[src/rtl/busmode_pkg.sv]
package busmode_pkg;

   typedef enum logic [1:0] {
      MODE_SE  = 2'd0,
      MODE_LVD = 2'd1,
      MODE_HVD = 2'd2
   } bus_mode_e;

   typedef struct packed {
      logic      valid;
      bus_mode_e mode;
   } level_t;

   localparam int SENSE_W = 4;
   localparam logic [SENSE_W-1:0] CODE_SE  = 4'b0000;
   localparam logic [SENSE_W-1:0] CODE_LVD = 4'b0011;
   localparam logic [SENSE_W-1:0] CODE_HVD = 4'b1111;

   // Only the three clean band codes carry a mode; gaps and glitches do not.
   function automatic level_t classify(input logic [SENSE_W-1:0] code);
      level_t r;
      r.valid = 1'b1;
      r.mode  = MODE_LVD;
      case (code)
         CODE_SE:  r.mode = MODE_SE;
         CODE_LVD: r.mode = MODE_LVD;
         CODE_HVD: r.mode = MODE_HVD;
         default:  r.valid = 1'b0;
      endcase
      return r;
   endfunction

endpackage

[src/rtl/bm_sync.sv]
module bm_sync #(
   parameter int             W       = 4,
   parameter int             STAGES  = 2,
   parameter logic [W-1:0]   RST_VAL = '0
) (
   input  logic         clk,
   input  logic         rst_n,
   input  logic [W-1:0] d,
   output logic [W-1:0] q
);

   generate
      if (STAGES == 0) begin : g_bypass
         assign q = d;
      end else begin : g_chain
         logic [W-1:0] stage [STAGES];
         always_ff @(posedge clk) begin
            if (!rst_n) begin
               for (int i = 0; i < STAGES; i++) stage[i] <= RST_VAL;
            end else begin
               stage[0] <= d;
               for (int i = 1; i < STAGES; i++) stage[i] <= stage[i-1];
            end
         end
         assign q = stage[STAGES-1];
      end
   endgenerate

endmodule

[src/rtl/bm_tick_div.sv]
module bm_tick_div #(
   parameter int CLK_PER_MS = 100000
) (
   input  logic clk,
   input  logic rst_n,
   input  logic restart,
   output logic tick
);

   localparam int DIV_W = (CLK_PER_MS > 1) ? $clog2(CLK_PER_MS) : 1;
   localparam logic [DIV_W-1:0] DIV_LAST = DIV_W'(CLK_PER_MS - 1);

   logic [DIV_W-1:0] div_q;

   assign tick = (div_q == DIV_LAST);

   always_ff @(posedge clk) begin
      if (!rst_n || restart || tick) div_q <= '0;
      else                            div_q <= div_q + 1'b1;
   end

   generate
      if (CLK_PER_MS > 1) begin : g_gap_chk
         // ticks are spaced, never back to back
         p_tick_gap_r3: assert property (@(posedge clk) disable iff (!rst_n)
            tick |=> !tick);
      end
   endgenerate

   // a restart lines the next tick up a full period later
   p_restart_phase_r4: assert property (@(posedge clk) disable iff (!rst_n)
      restart |=> (div_q == '0));

endmodule

[src/rtl/bm_qualifier.sv]
module bm_qualifier
   import busmode_pkg::*;
#(
   parameter int QUAL_MS = 190
) (
   input  logic      clk,
   input  logic      rst_n,
   input  level_t    lvl,
   input  logic      tick,
   output logic      restart,
   output bus_mode_e qual
);

   localparam int CNT_W = (QUAL_MS > 1) ? $clog2(QUAL_MS) : 1;
   localparam logic [CNT_W-1:0] CNT_LAST = CNT_W'(QUAL_MS - 1);

   bus_mode_e        cand_q;
   logic [CNT_W-1:0] cnt_q;
   logic             pending;

   assign restart = lvl.valid && (lvl.mode != cand_q);
   assign pending = (cand_q != qual);

   always_ff @(posedge clk) begin
      if (!rst_n) begin
         cand_q <= MODE_LVD;
         qual   <= MODE_LVD;
         cnt_q  <= '0;
      end else if (restart) begin
         cand_q <= lvl.mode;
         cnt_q  <= '0;
      end else if (pending && tick) begin
         if (cnt_q == CNT_LAST) begin
            qual  <= cand_q;
            cnt_q <= '0;
         end else begin
            cnt_q <= cnt_q + 1'b1;
         end
      end
   end

   // the qualified mode moves only on a prescaler tick
   p_qual_on_tick_r3: assert property (@(posedge clk) disable iff (!rst_n)
      (qual != $past(qual)) |-> $past(tick));

   // the counter never passes the programmed delay
   p_cnt_bound_r3: assert property (@(posedge clk) disable iff (!rst_n)
      cnt_q <= CNT_LAST);

   // an invalid level leaves the candidate alone
   p_gap_hold_r2: assert property (@(posedge clk) disable iff (!rst_n)
      !lvl.valid |=> (cand_q == $past(cand_q)));

   // with no pending change the counter rests at zero
   p_idle_zero_r5: assert property (@(posedge clk) disable iff (!rst_n)
      !pending |-> (cnt_q == '0));

endmodule

[src/rtl/busmode_qualifier.sv]
module busmode_qualifier
   import busmode_pkg::*;
#(
   parameter int CLK_PER_MS  = 100000,
   parameter int QUAL_MS     = 190,
   parameter int SYNC_STAGES = 2
) (
   input  logic               clk,
   input  logic               rst_n,
   input  logic [SENSE_W-1:0] sense_thermo,
   input  logic               disconnect,
   output logic               mode_se,
   output logic               mode_lvd,
   output logic               mode_hvd,
   output logic               term_en
);

   generate
      if (CLK_PER_MS < 1) begin : g_bad_div
         $error("CLK_PER_MS must be at least 1");
      end
      if (QUAL_MS < 1) begin : g_bad_qual
         $error("QUAL_MS must be at least 1");
      end
      if (SYNC_STAGES < 0 || SYNC_STAGES > 4) begin : g_bad_sync
         $error("SYNC_STAGES must be 0 to 4");
      end
   endgenerate

   logic [SENSE_W-1:0] sense_s;
   level_t             lvl;
   logic               tick;
   logic               restart;
   bus_mode_e          qual;

   bm_sync #(.W(SENSE_W), .STAGES(SYNC_STAGES), .RST_VAL(CODE_LVD)) u_sync (
      .clk(clk), .rst_n(rst_n), .d(sense_thermo), .q(sense_s)
   );

   assign lvl = classify(sense_s);

   bm_tick_div #(.CLK_PER_MS(CLK_PER_MS)) u_div (
      .clk(clk), .rst_n(rst_n), .restart(restart), .tick(tick)
   );

   bm_qualifier #(.QUAL_MS(QUAL_MS)) u_qual (
      .clk(clk), .rst_n(rst_n), .lvl(lvl), .tick(tick),
      .restart(restart), .qual(qual)
   );

   assign mode_se  = (qual == MODE_SE);
   assign mode_lvd = (qual == MODE_LVD);
   assign mode_hvd = (qual == MODE_HVD);

   always_ff @(posedge clk) begin
      if (!rst_n) term_en <= 1'b0;
      else        term_en <= mode_lvd && !disconnect;
   end

   // status outputs are one-hot
   p_onehot_r6: assert property (@(posedge clk) disable iff (!rst_n)
      $countones({mode_se, mode_lvd, mode_hvd}) == 1);

   // enable follows a qualified LVD mode of the previous cycle
   p_term_lvd_r8: assert property (@(posedge clk) disable iff (!rst_n)
      term_en |-> $past(mode_lvd));

   // raising disconnect drops the enable on the next cycle
   p_disc_off_r9: assert property (@(posedge clk) disable iff (!rst_n)
      $rose(disconnect) |=> !term_en);

endmodule

[config.mk]
export PLATFORM = sky130hd
export DESIGN_NAME = busmode_qualifier
export DESIGN_NICKNAME = d
export VERILOG_FILES = /design/src/rtl/busmode_pkg.sv /design/src/rtl/bm_sync.sv /design/src/rtl/bm_tick_div.sv /design/src/rtl/bm_qualifier.sv /design/src/rtl/busmode_qualifier.sv
export SDC_FILE = /design/constraint.sdc
export NUM_CORES = 1
export LEC_CHECK = 0
export ABC_AREA = 1
export CAP_MARGIN = 40
export CORE_ASPECT_RATIO = 0.7
export CORE_MARGIN = 1
export CORE_UTILIZATION = 61
export DETAILED_ROUTE_END_ITERATION = 16
export PLACE_DENSITY_LB_ADDON = 0.1
export SLEW_MARGIN = 5
export SYNTH_ARGS = -nofsm -noshare
export SYNTH_HDL_FRONTEND = slang
export SYNTH_HIERARCHICAL = 1
export SYNTH_SLANG_ARGS = --single-unit
[constraint.sdc]
create_clock -name clk -period 3.59 [get_ports clk]
set_clock_uncertainty 0.1 [all_clocks]
set_input_delay 0.5385 -clock clk [delete_from_list [all_inputs] [get_ports clk]]
set_output_delay 0.5385 -clock clk [all_outputs]
set_load 0.01 [all_outputs]
-- Word-level counts from Yosys, hierarchy flattened
Memories as Yosys holds them, arrays and structs flattened.
Index checks and enable logic that the tools add are counted.
- equality and inequality tests: 8
- muxes and demuxes: 7
- $add $sub $neg: 2
- bitwise logic cells: 4
- reduce and logical (&&, ||, !) cells: 12
- operator list (kind ; count):
    17-bit by 1-bit adder with 17-bit output (second input constant) ; 1
    17-bit equality test (second input constant) ; 1
    8-bit by 1-bit adder with 8-bit output (second input constant) ; 1
    8-bit equality test (second input constant) ; 1
    4-bit 2-to-1 mux ; 2
    8-bit 2-to-1 mux ; 1
    4-bit by 2-bit equality test with 1-bit output (second input constant) ; 1
    4-bit equality test (second input constant) ; 1
    4-bit zero test ; 1
    2-bit inequality test ; 2
    2-bit one-hot mux with 2 select lines ; 1
    1-bit logical AND ; 3
    1-bit 2-to-1 mux ; 3
    3-bit AND reduction ; 1
    3-bit OR reduction ; 1
    2-bit by 1-bit equality test with 1-bit output (second input constant) ; 1
    2-bit equality test (second input constant) ; 1
    1-bit zero test ; 2
    2-bit zero test ; 1
    1-bit logical OR ; 2
    1-bit NOT ; 2
    1-bit OR ; 2
    2-bit OR reduction ; 1
- bits in registers: 30
- bits in writable memories: 8
- memories kept: 1
- input port bits: 7
- word-level logic and storage cells: 39
- output and inout bits: 4
- memories (memory ; words ; width ; read ports ; clocked after memory_dff ; write ports ; line ; RTL):
    u_sync.g_chain.stage ; 2 ; 4 ; 2 ; 0 ; 2 ; bm_sync.sv:16 ; logic [W-1:0] stage [STAGES];

-- Longest topological paths before layout
Gate-level depths: netlist of run 1.
- depth in word-level cells: 6
- gate-level depth with buffers: 16
- depth with buffers taken out: 14

-- Hierarchy
Netlist of run 1, hierarchy kept.
- by module, submodules not included (module ; cells an instance ; sequential area each (µm²) ; instances ; area each (µm²)):
    bm_tick_div ; 142 ; 340.3 ; 1 ; 939.7
    bm_qualifier ; 105 ; 240.2 ; 1 ; 704.4
    bm_sync ; 29 ; 160.2 ; 1 ; 255.2
    busmode_qualifier ; 21 ; 20.0 ; 1 ; 106.4

-- Least setup slack after synthesis of run 1
No wires, ideal clock.
- path kind: register to register
- from: reg u_div.div_q[0]
- to: reg u_qual.cnt_q[6]
- arrival time: 1.497 ns
- setup slack: 1.880 ns
- period minus slack after synthesis: 1.710 ns
- cell stages (with the launch flop): 11
- setup time: 0.113 ns
- buffers on the path: 0
- data required time: 3.377 ns
- path through: dfxtp_1 > ha_1 > nand2_1 > nor2_1 > nand3_2 > inv_1 > inv_1 > a21oi_4 > nand3_1 > nor2_1 > nor2_1
- word-level cells in the longest chain between the ends: 2
- ends and longest elaborated chain (what ; line ; RTL):
    from (decl) ; bm_tick_div.sv:13 ; logic [DIV_W-1:0] div_q;
    from (signal assigned) ; bm_tick_div.sv:19 ; else div_q <= div_q + 1'b1;
    17-bit equality test ; bm_tick_div.sv:15 ; assign tick = (div_q == DIV_LAST);
    net tick ; busmode_qualifier.sv:32 ; logic tick;
    1-bit logical AND ; bm_qualifier.sv:32 ; end else if (pending && tick) begin
    to (signal assigned) ; bm_qualifier.sv:37 ; cnt_q <= cnt_q + 1'b1;
    to (decl) ; bm_qualifier.sv:18 ; logic [CNT_W-1:0] cnt_q;
The timed path passes the listed nets, and every way through them passes these cells.
A chain may end at the register's enable or synchronous reset.

-- Worst setup path after layout of run 1
- from: reg u_qual.qual[0]
- to: out mode_lvd
- word-level cells in the longest chain between the ends: 1
- ends and longest elaborated chain (what ; line ; RTL):
    from (decl) ; bm_qualifier.sv:11 ; output bus_mode_e qual
    from (signal assigned) ; bm_qualifier.sv:34 ; qual <= cand_q;
    2-bit by 1-bit equality test with 1-bit output ; busmode_qualifier.sv:52 ; assign mode_lvd = (qual == MODE_LVD);
    to (decl) ; busmode_qualifier.sv:13 ; output logic mode_lvd,
Every way passes these cells.

==> flow_metrics.env, run 1 <==
export IMPL_coreArea_mm2=0.003148
export IMPL_endpoint="mode_lvd"
export IMPL_cp_arrival_ns=1.40
export IMPL_antenna_left=0
export IMPL_cts_sinks=38
export IMPL_ys_types=28
export IMPL_avgSynthCellArea_um2=6.753
export IMPL_power_density_mw_per_mm2=363.1
export IMPL_fill_cells=295
export IMPL_drive_gt1_share_pct=14.56
export IMPL_slew_headroom_pct=64.68
export IMPL_antenna_found_initial=0
export IMPL_synth_common_cells="88 x nand2_1, 45 x inv_1, 39 x nor2_1, 38 x dfxtp_1, 17 x nand3_1"
export IMPL_r2r_end="u_qual/qual[1]"
export IMPL_end_kind="output port"
export IMPL_synth_edf_count=0
export IMPL_status="finished with violations"
export IMPL_path_clk_slew_ns=0.07
export IMPL_top_layer_used="met4"
export IMPL_mappedNetlistNets=307
export IMPL_r2r_start="u_div/div_q[0]"
export IMPL_netlist_area_mm2=0.002006
export IMPL_fmax_mhz=489.9
export IMPL_cts_resized=0
export IMPL_timing_critical_path_cells="nand2_1 -> inv_2 -> clkdlybuf4s50_1"
export IMPL_period_minus_slack_ns=2.041
export IMPL_die_w_um=70.54
export IMPL_routed_wl_um=3470
export IMPL_via_per_inst=4.738
export IMPL_yosys_warnings=6
export IMPL_synth_flop_cell="dfxtp_1"
export IMPL_synthArstFlopShare_pct=0
export IMPL_grt_max_degree=18
export IMPL_cts_tree="yes"
export IMPL_cts_max_level=2
export IMPL_total_leakage_power_nw=0.9760
export IMPL_setup_violations_final=0
export IMPL_synth_largest_area_cell="dfxtp_1"
export IMPL_drv_slew=0
export IMPL_drtIter0Drc=85
export IMPL_grt_pass1_vias=1370
export IMPL_synth_top_cell_area_share_pct=37.93
export IMPL_critPathLaunch="u_qual/qual[0]"
export IMPL_required_ns=2.95
export IMPL_cp_num_buf_inv=2
export IMPL_cp_start_kind="flop"
export IMPL_crit_type="flop to output port"
export IMPL_cp_slowest_stage_delay_ns=0.54
export IMPL_die_area_mm2=0.003525
export IMPL_p_clk_share_pct=37.1
export IMPL_clockBufferDepth=2
export IMPL_wl_met3_um=100
export IMPL_ys_seq_area_share_pct=37.93
export IMPL_crit_cells=3
export IMPL_cp_top_family="buffers and inverters"
export IMPL_tightest_slew_ns=0.5281
export IMPL_switching_power_mw=0.1859
export IMPL_hold_viol_final=0
export IMPL_seqPwrFrac_pct=55.3
export IMPL_final_setup_tns_ns=0
export IMPL_wl_met2_um=1391
export IMPL_reg2reg_setup_slack_ns=1.62
export IMPL_area_growth_pct=9.170
export IMPL_nets=318
export IMPL_wl_met1_um=1944
export IMPL_cts_buffers=5
export IMPL_root_buffer="clkbuf_8"
export IMPL_start_util_pct=63.71
export IMPL_grt_pass1_wl_um=5830
export IMPL_io_pins=11
export IMPL_yosysMostFrequentCell="nand2_1"
export IMPL_dp_hpwl_um=2510
export IMPL_cp_slowest_cell="clkdlybuf4s50_1"
export IMPL_drtPass1Iterations=10
export IMPL_insertion_delay_ns=0.28
export IMPL_violations="design-rule violations"
export IMPL_syn_inst=297
export IMPL_io_buffers=10
export IMPL_vias=1644
export IMPL_fin_ws_ns=1.549
export IMPL_grt_usage_pct=21.25
export IMPL_peakVddDrop_mv=0.2617
export IMPL_wl_per_cell_um=10.00
export IMPL_crit_fanout=6
export IMPL_synth_area_leaders="dfxtp_1 38%, nand2_1 16%, inv_1 8.4%"
export IMPL_rows=17
export IMPL_power_switching_fraction_pct=23.39
export IMPL_rsz0062_at_grt="false"
export IMPL_diodes=0
export IMPL_p_int_mw=0.6091
export IMPL_power_frac_comb_pct=7.6
export IMPL_gp_congestion=0.8067
export IMPL_drv_cap=0
export IMPL_drc=2
export IMPL_power_mw=0.7950
export IMPL_cts_setup_buffers=0
export IMPL_hold_class="flop to flop"
export IMPL_grt_ovfl_total=0
export IMPL_dp_slack_ns=1.440
export IMPL_ys_ff_latch=38
export IMPL_fp_dieH_um=49.98
export IMPL_cts_hold_buffers=0
export IMPL_r2r_cells=11
export IMPL_fin_crit_sh_pct=56.86
kinds of logic (layout without fill, tap and decap cells):
group,Yosys count,after routing,share of synthesized area [%]
DFF,38,38,37.93
buffers and inverters,56,68,12.10
adders and majority gates,3,3,1.872
AOI/OAI and AO/OA,12,12,3.993
xor gates and xnor gates,7,7,3.057
and+or+nand+nor,181,181,41.05
placed cells by master (no fill, tap or decap), drive strengths merged:
master         netlist  layout
o211ai               1       1
o21ai                5       5
o21bai               1       1
xnor2                4       4
clkbuf               0       7
inv                 50      50
ha                   3       3
nand2               98      98
clkdlybuf4s50        0      10
nand3               19      19
xor2                 3       3
or2                  1       1
dfxtp               38      38
nand4                4       4
nor3                 2       2
clkinv               0       1
a21oi                5       5
nor2                57      57
tightest hold or removal path, cell delays in order (launching register included):
cell and delay (ns):
dfxtp_1 0.31, inv_1 0.03, nand2_1 0.04
worst min-delay path by stage:
| stage | endpoint | startpoint | slack, ns | cells past startpoint |
|---|---|---|---|---|
| CTS | u_sync/g_chain.stage[0][5] | u_sync/g_chain.stage[0][1] | 0.31 | 2 |
| global placement | u_sync/g_chain.stage[0][4] | u_sync/g_chain.stage[0][0] | 0.29 | 2 |
| floorplan | u_sync/g_chain.stage[0][4] | u_sync/g_chain.stage[0][0] | 0.28 | 2 |
| finish | u_sync/g_chain.stage[0][5] | u_sync/g_chain.stage[0][1] | 0.30 | 2 |
| global route | u_sync/g_chain.stage[0][6] | u_sync/g_chain.stage[0][2] | 0.33 | 2 |
| detailed placement | u_sync/g_chain.stage[0][5] | u_sync/g_chain.stage[0][1] | 0.29 | 2 |
sequential cells by signal, indices dropped and copies added (netlist names):
name and cells:
u_qual/qual 2, u_div/div_q 17, u_sync/g_chain.stage 8, u_qual/cnt_q 8, term_en 1, u_qual/cand_q 2
power groups by stage:
stage / Sequential [mW] / Combinational [mW] / Clock [mW]
floorplan: 0.448 / 0.0509 / 0
finish: 0.440 / 0.0600 / 0.295
global placement: 0.449 / 0.0584 / 0
CTS: 0.439 / 0.0605 / 0.306
global route: 0.441 / 0.0663 / 0.325
detailed placement: 0.449 / 0.0593 / 0
per-layer routing:
metal | track usage, % | up-vias
li1 | - | 912
met2 | 29.61 | 13
met4 | 7.000 | 0
met3 | 5.521 | 5
met1 | 31.49 | 714
met5 | 0 | -
metrics by stage:
| step | util, % | hold WS (ns) | instance area [µm²] | instances |
|---|---|---|---|---|
| finish | 69.55 | 0.3027 | 2190 | 347 |
| global route | 69.55 | 0.3278 | 2190 | 347 |
| CTS | 69.55 | 0.3093 | 2190 | 347 |
| detailed placement | 66.65 | 0.2909 | 2098 | 339 |
| global placement | 66.65 | 0.2881 | 2098 | 339 |
| floorplan | - | 0.2795 | 2006 | 297 |
area by class of cell:
cell class	instances	area [µm²]	share of cell area (%)
repair buffers	10	100.1	4.571
clock inverters	1	5.005	0.2286
well taps	38	47.55	2.171
inverters	50	187.7	8.571
clock buffers	7	86.33	3.943
multi-input cells	203	1002	45.77
flip-flops and latches	38	760.7	34.74
No activity file was read; power rests on OpenSTA's default activity.
==> inputs of run 2 (changes only) <==
--- a/config.mk
+++ b/config.mk
@@ -9,7 +9,7 @@
 export CAP_MARGIN = 40
 export CORE_ASPECT_RATIO = 0.7
 export CORE_MARGIN = 1
-export CORE_UTILIZATION = 61
+export CORE_UTILIZATION = 59
 export DETAILED_ROUTE_END_ITERATION = 16
 export PLACE_DENSITY_LB_ADDON = 0.1
 export SLEW_MARGIN = 5
==> constraint.sdc (replaced) <==
create_clock -name clk -period 2 [get_ports clk]
set_clock_uncertainty 0.1 [all_clocks]
set_input_delay 0.3 -clock clk [delete_from_list [all_inputs] [get_ports clk]]
set_output_delay 0.3 -clock clk [all_outputs]
set_load 0.01 [all_outputs]
==> flow_metrics.env, run 2 (same netlist as run 1, synthesis figures left out) <==
export IMPL_wl_per_cell_um=9.974
export IMPL_slew_headroom_pct=82.46
export IMPL_cp_arrival_ns=1.90
export IMPL_clockBufferDepth=2
export IMPL_drive_gt1_share_pct=16.08
export IMPL_hold_path_depth=2
export IMPL_nets=320
export IMPL_r2r_start="u_div/div_q[0]"
export IMPL_area_growth_pct=10.11
export IMPL_status="finished clean"
export IMPL_antenna_left=0
export IMPL_cts_sinks=38
export IMPL_final_common_cell="nand2_1"
export IMPL_r2r_end="u_qual/cnt_q[6]"
export IMPL_end_kind="flop"
export IMPL_setup_violations_final=0
export IMPL_antenna_found_initial=0
export IMPL_insertion_delay_ns=0.29
export IMPL_largest_reg_flops=17
export IMPL_ff_latch_area_um2=762.0
export IMPL_cts_buffers=5
export IMPL_drtIter0Drc=74
export IMPL_die_w_um=71.69
export IMPL_start_util_pct=62.86
export IMPL_vias=1662
export IMPL_crit_type="flop to flop"
export IMPL_total_leakage_power_nw=0.9839
export IMPL_io_pins=11
export IMPL_hold_class="flop to flop"
export IMPL_peakVddDrop_mv=0.4542
export IMPL_crit_fanout=7
export IMPL_cts_max_level=2
export IMPL_path_clk_slew_ns=0.07
export IMPL_coreArea_mm2=0.003191
export IMPL_multi_input_area_mm2=0.001005
export IMPL_dp_hpwl_um=2565
export IMPL_grt_max_degree=18
export IMPL_min_from="u_sync/g_chain.stage[0][0]"
export IMPL_drtPass1Iterations=4
export IMPL_top_regs="u_div/div_q x17, u_qual/cnt_q x8, u_sync/g_chain.stage x8"
export IMPL_cts_hold_buffers=0
export IMPL_die_area_mm2=0.003640
export IMPL_tightest_slew_ns=0.2629
export IMPL_drv_cap=0
export IMPL_r2r_cells=10
export IMPL_hold_path_end="u_sync/g_chain.stage[0][4]"
export IMPL_fin_crit_sh_pct=90.45
export IMPL_cp_start_kind="flop"
export IMPL_cts_tree="yes"
export IMPL_power_density_mw_per_mm2=653.7
export IMPL_grt_usage_pct=21.63
export IMPL_final_cell_mix="88 x nand2_1, 44 x inv_1, 38 x nor2_1"
export IMPL_reg2reg_setup_slack_ns=0.19
export IMPL_routed_wl_um=3481
export IMPL_period_minus_slack_ns=1.809
export IMPL_required_ns=2.09
export IMPL_drv_slew=0
export IMPL_hold_viol_final=0
export IMPL_drc=0
export IMPL_fmax_mhz=552.8
export IMPL_final_setup_tns_ns=0
export IMPL_io_buffers=10
export IMPL_via_per_inst=4.762
export IMPL_rsz0062_at_grt="false"
export IMPL_grt_ovfl_total=0
export IMPL_placed_cell_area_mm2=0.002113
export IMPL_fp_dieH_um=50.78
export IMPL_root_buffer="clkbuf_8"
export IMPL_grt_pass1_wl_um=5934
export IMPL_grt_pass1_vias=1389
export IMPL_regMostFlops="u_div/div_q"
export IMPL_rows=17
export IMPL_diodes=0
export IMPL_gp_congestion=0.8012
export IMPL_cts_setup_buffers=0
export IMPL_fill_cells=283
export IMPL_finalInstanceArea_mm2=0.002208
[run 2: changes by cell type in the layout (fill, tap and decap cells not counted), sizes merged]
| cell | change |
|---|---|
| buf | +2 |
[run 2: timing repair]
item / CTS / global route
resized for setup: 0 / 3
endpoints found under the hold margin: 0 / 0
setup endpoints to repair: 0 / 7
[run 2: worst max-delay path by stage]
stage,start,end,slack [ns],depth (start not counted)
4_1_cts,u_div/div_q[0],u_qual/cnt_q[6],0.07,10
3_3_place_gp,u_div/div_q[0],u_qual/cnt_q[6],0.17,10
3_5_place_dp,u_div/div_q[0],u_qual/cnt_q[6],0.09,10
5_1_grt,u_div/div_q[0],u_qual/cnt_q[6],0.005,11
6_report,u_div/div_q[0],u_qual/cnt_q[6],0.19,10
2_1_floorplan,u_div/div_q[0],u_qual/cnt_q[6],0.29,10
[run 2: cell type report]
cell class / count / area share, %
Multi-Input combinational cell: 203 / 45.50
Tap cell: 38 / 2.153
Clock inverter: 1 / 0.2266
Timing Repair Buffer: 12 / 5.212
Clock buffer: 7 / 3.909
Inverter: 50 / 8.499
Sequential cell: 38 / 34.50
[run 2: critical path, cell delays in order (launching register included)]
cell     delay, ns
dfxtp_2       0.36
ha_1          0.21
nand2_1       0.09
nor2_2        0.13
nand3_2       0.14
inv_2         0.11
inv_1         0.07
a21oi_4       0.20
nand3_1       0.12
nor2_1        0.12
nor2_1        0.05
[run 2: report_power, final]
group	total, mW	switching [mW]	internal (mW)
combinational	0.109	0.0675	0.0418
sequential	0.790	0.0140	0.776
clock	0.545	0.267	0.278
[run 2: routing by layer]
| metal | GRT usage, % | up-vias | part of all wire (%) |
|---|---|---|---|
| li1 | - | 910 | - |
| met1 | 31.47 | 711 | 55 |
| met2 | 28.46 | 35 | 37 |
| met3 | 6.426 | 6 | 5.7 |
| met4 | 10.78 | 0 | 1.9 |
| met5 | 0 | - | 0 |
[run 2: through the flow]
stage                     power, mW  worst slack (ns)  instances  hold slack, ns  utilization, %
after global placement       0.9152            0.1742        341          0.2850           66.24
final                         1.444            0.1910        349          0.3073           69.22
after global routing          1.509          0.005392        349          0.3362           69.22
after CTS                     1.459           0.07121        349          0.3090           69.10
after detailed placement     0.9158           0.08836        341          0.2902           66.24
after floorplan              0.8947            0.2904        297          0.2661               -
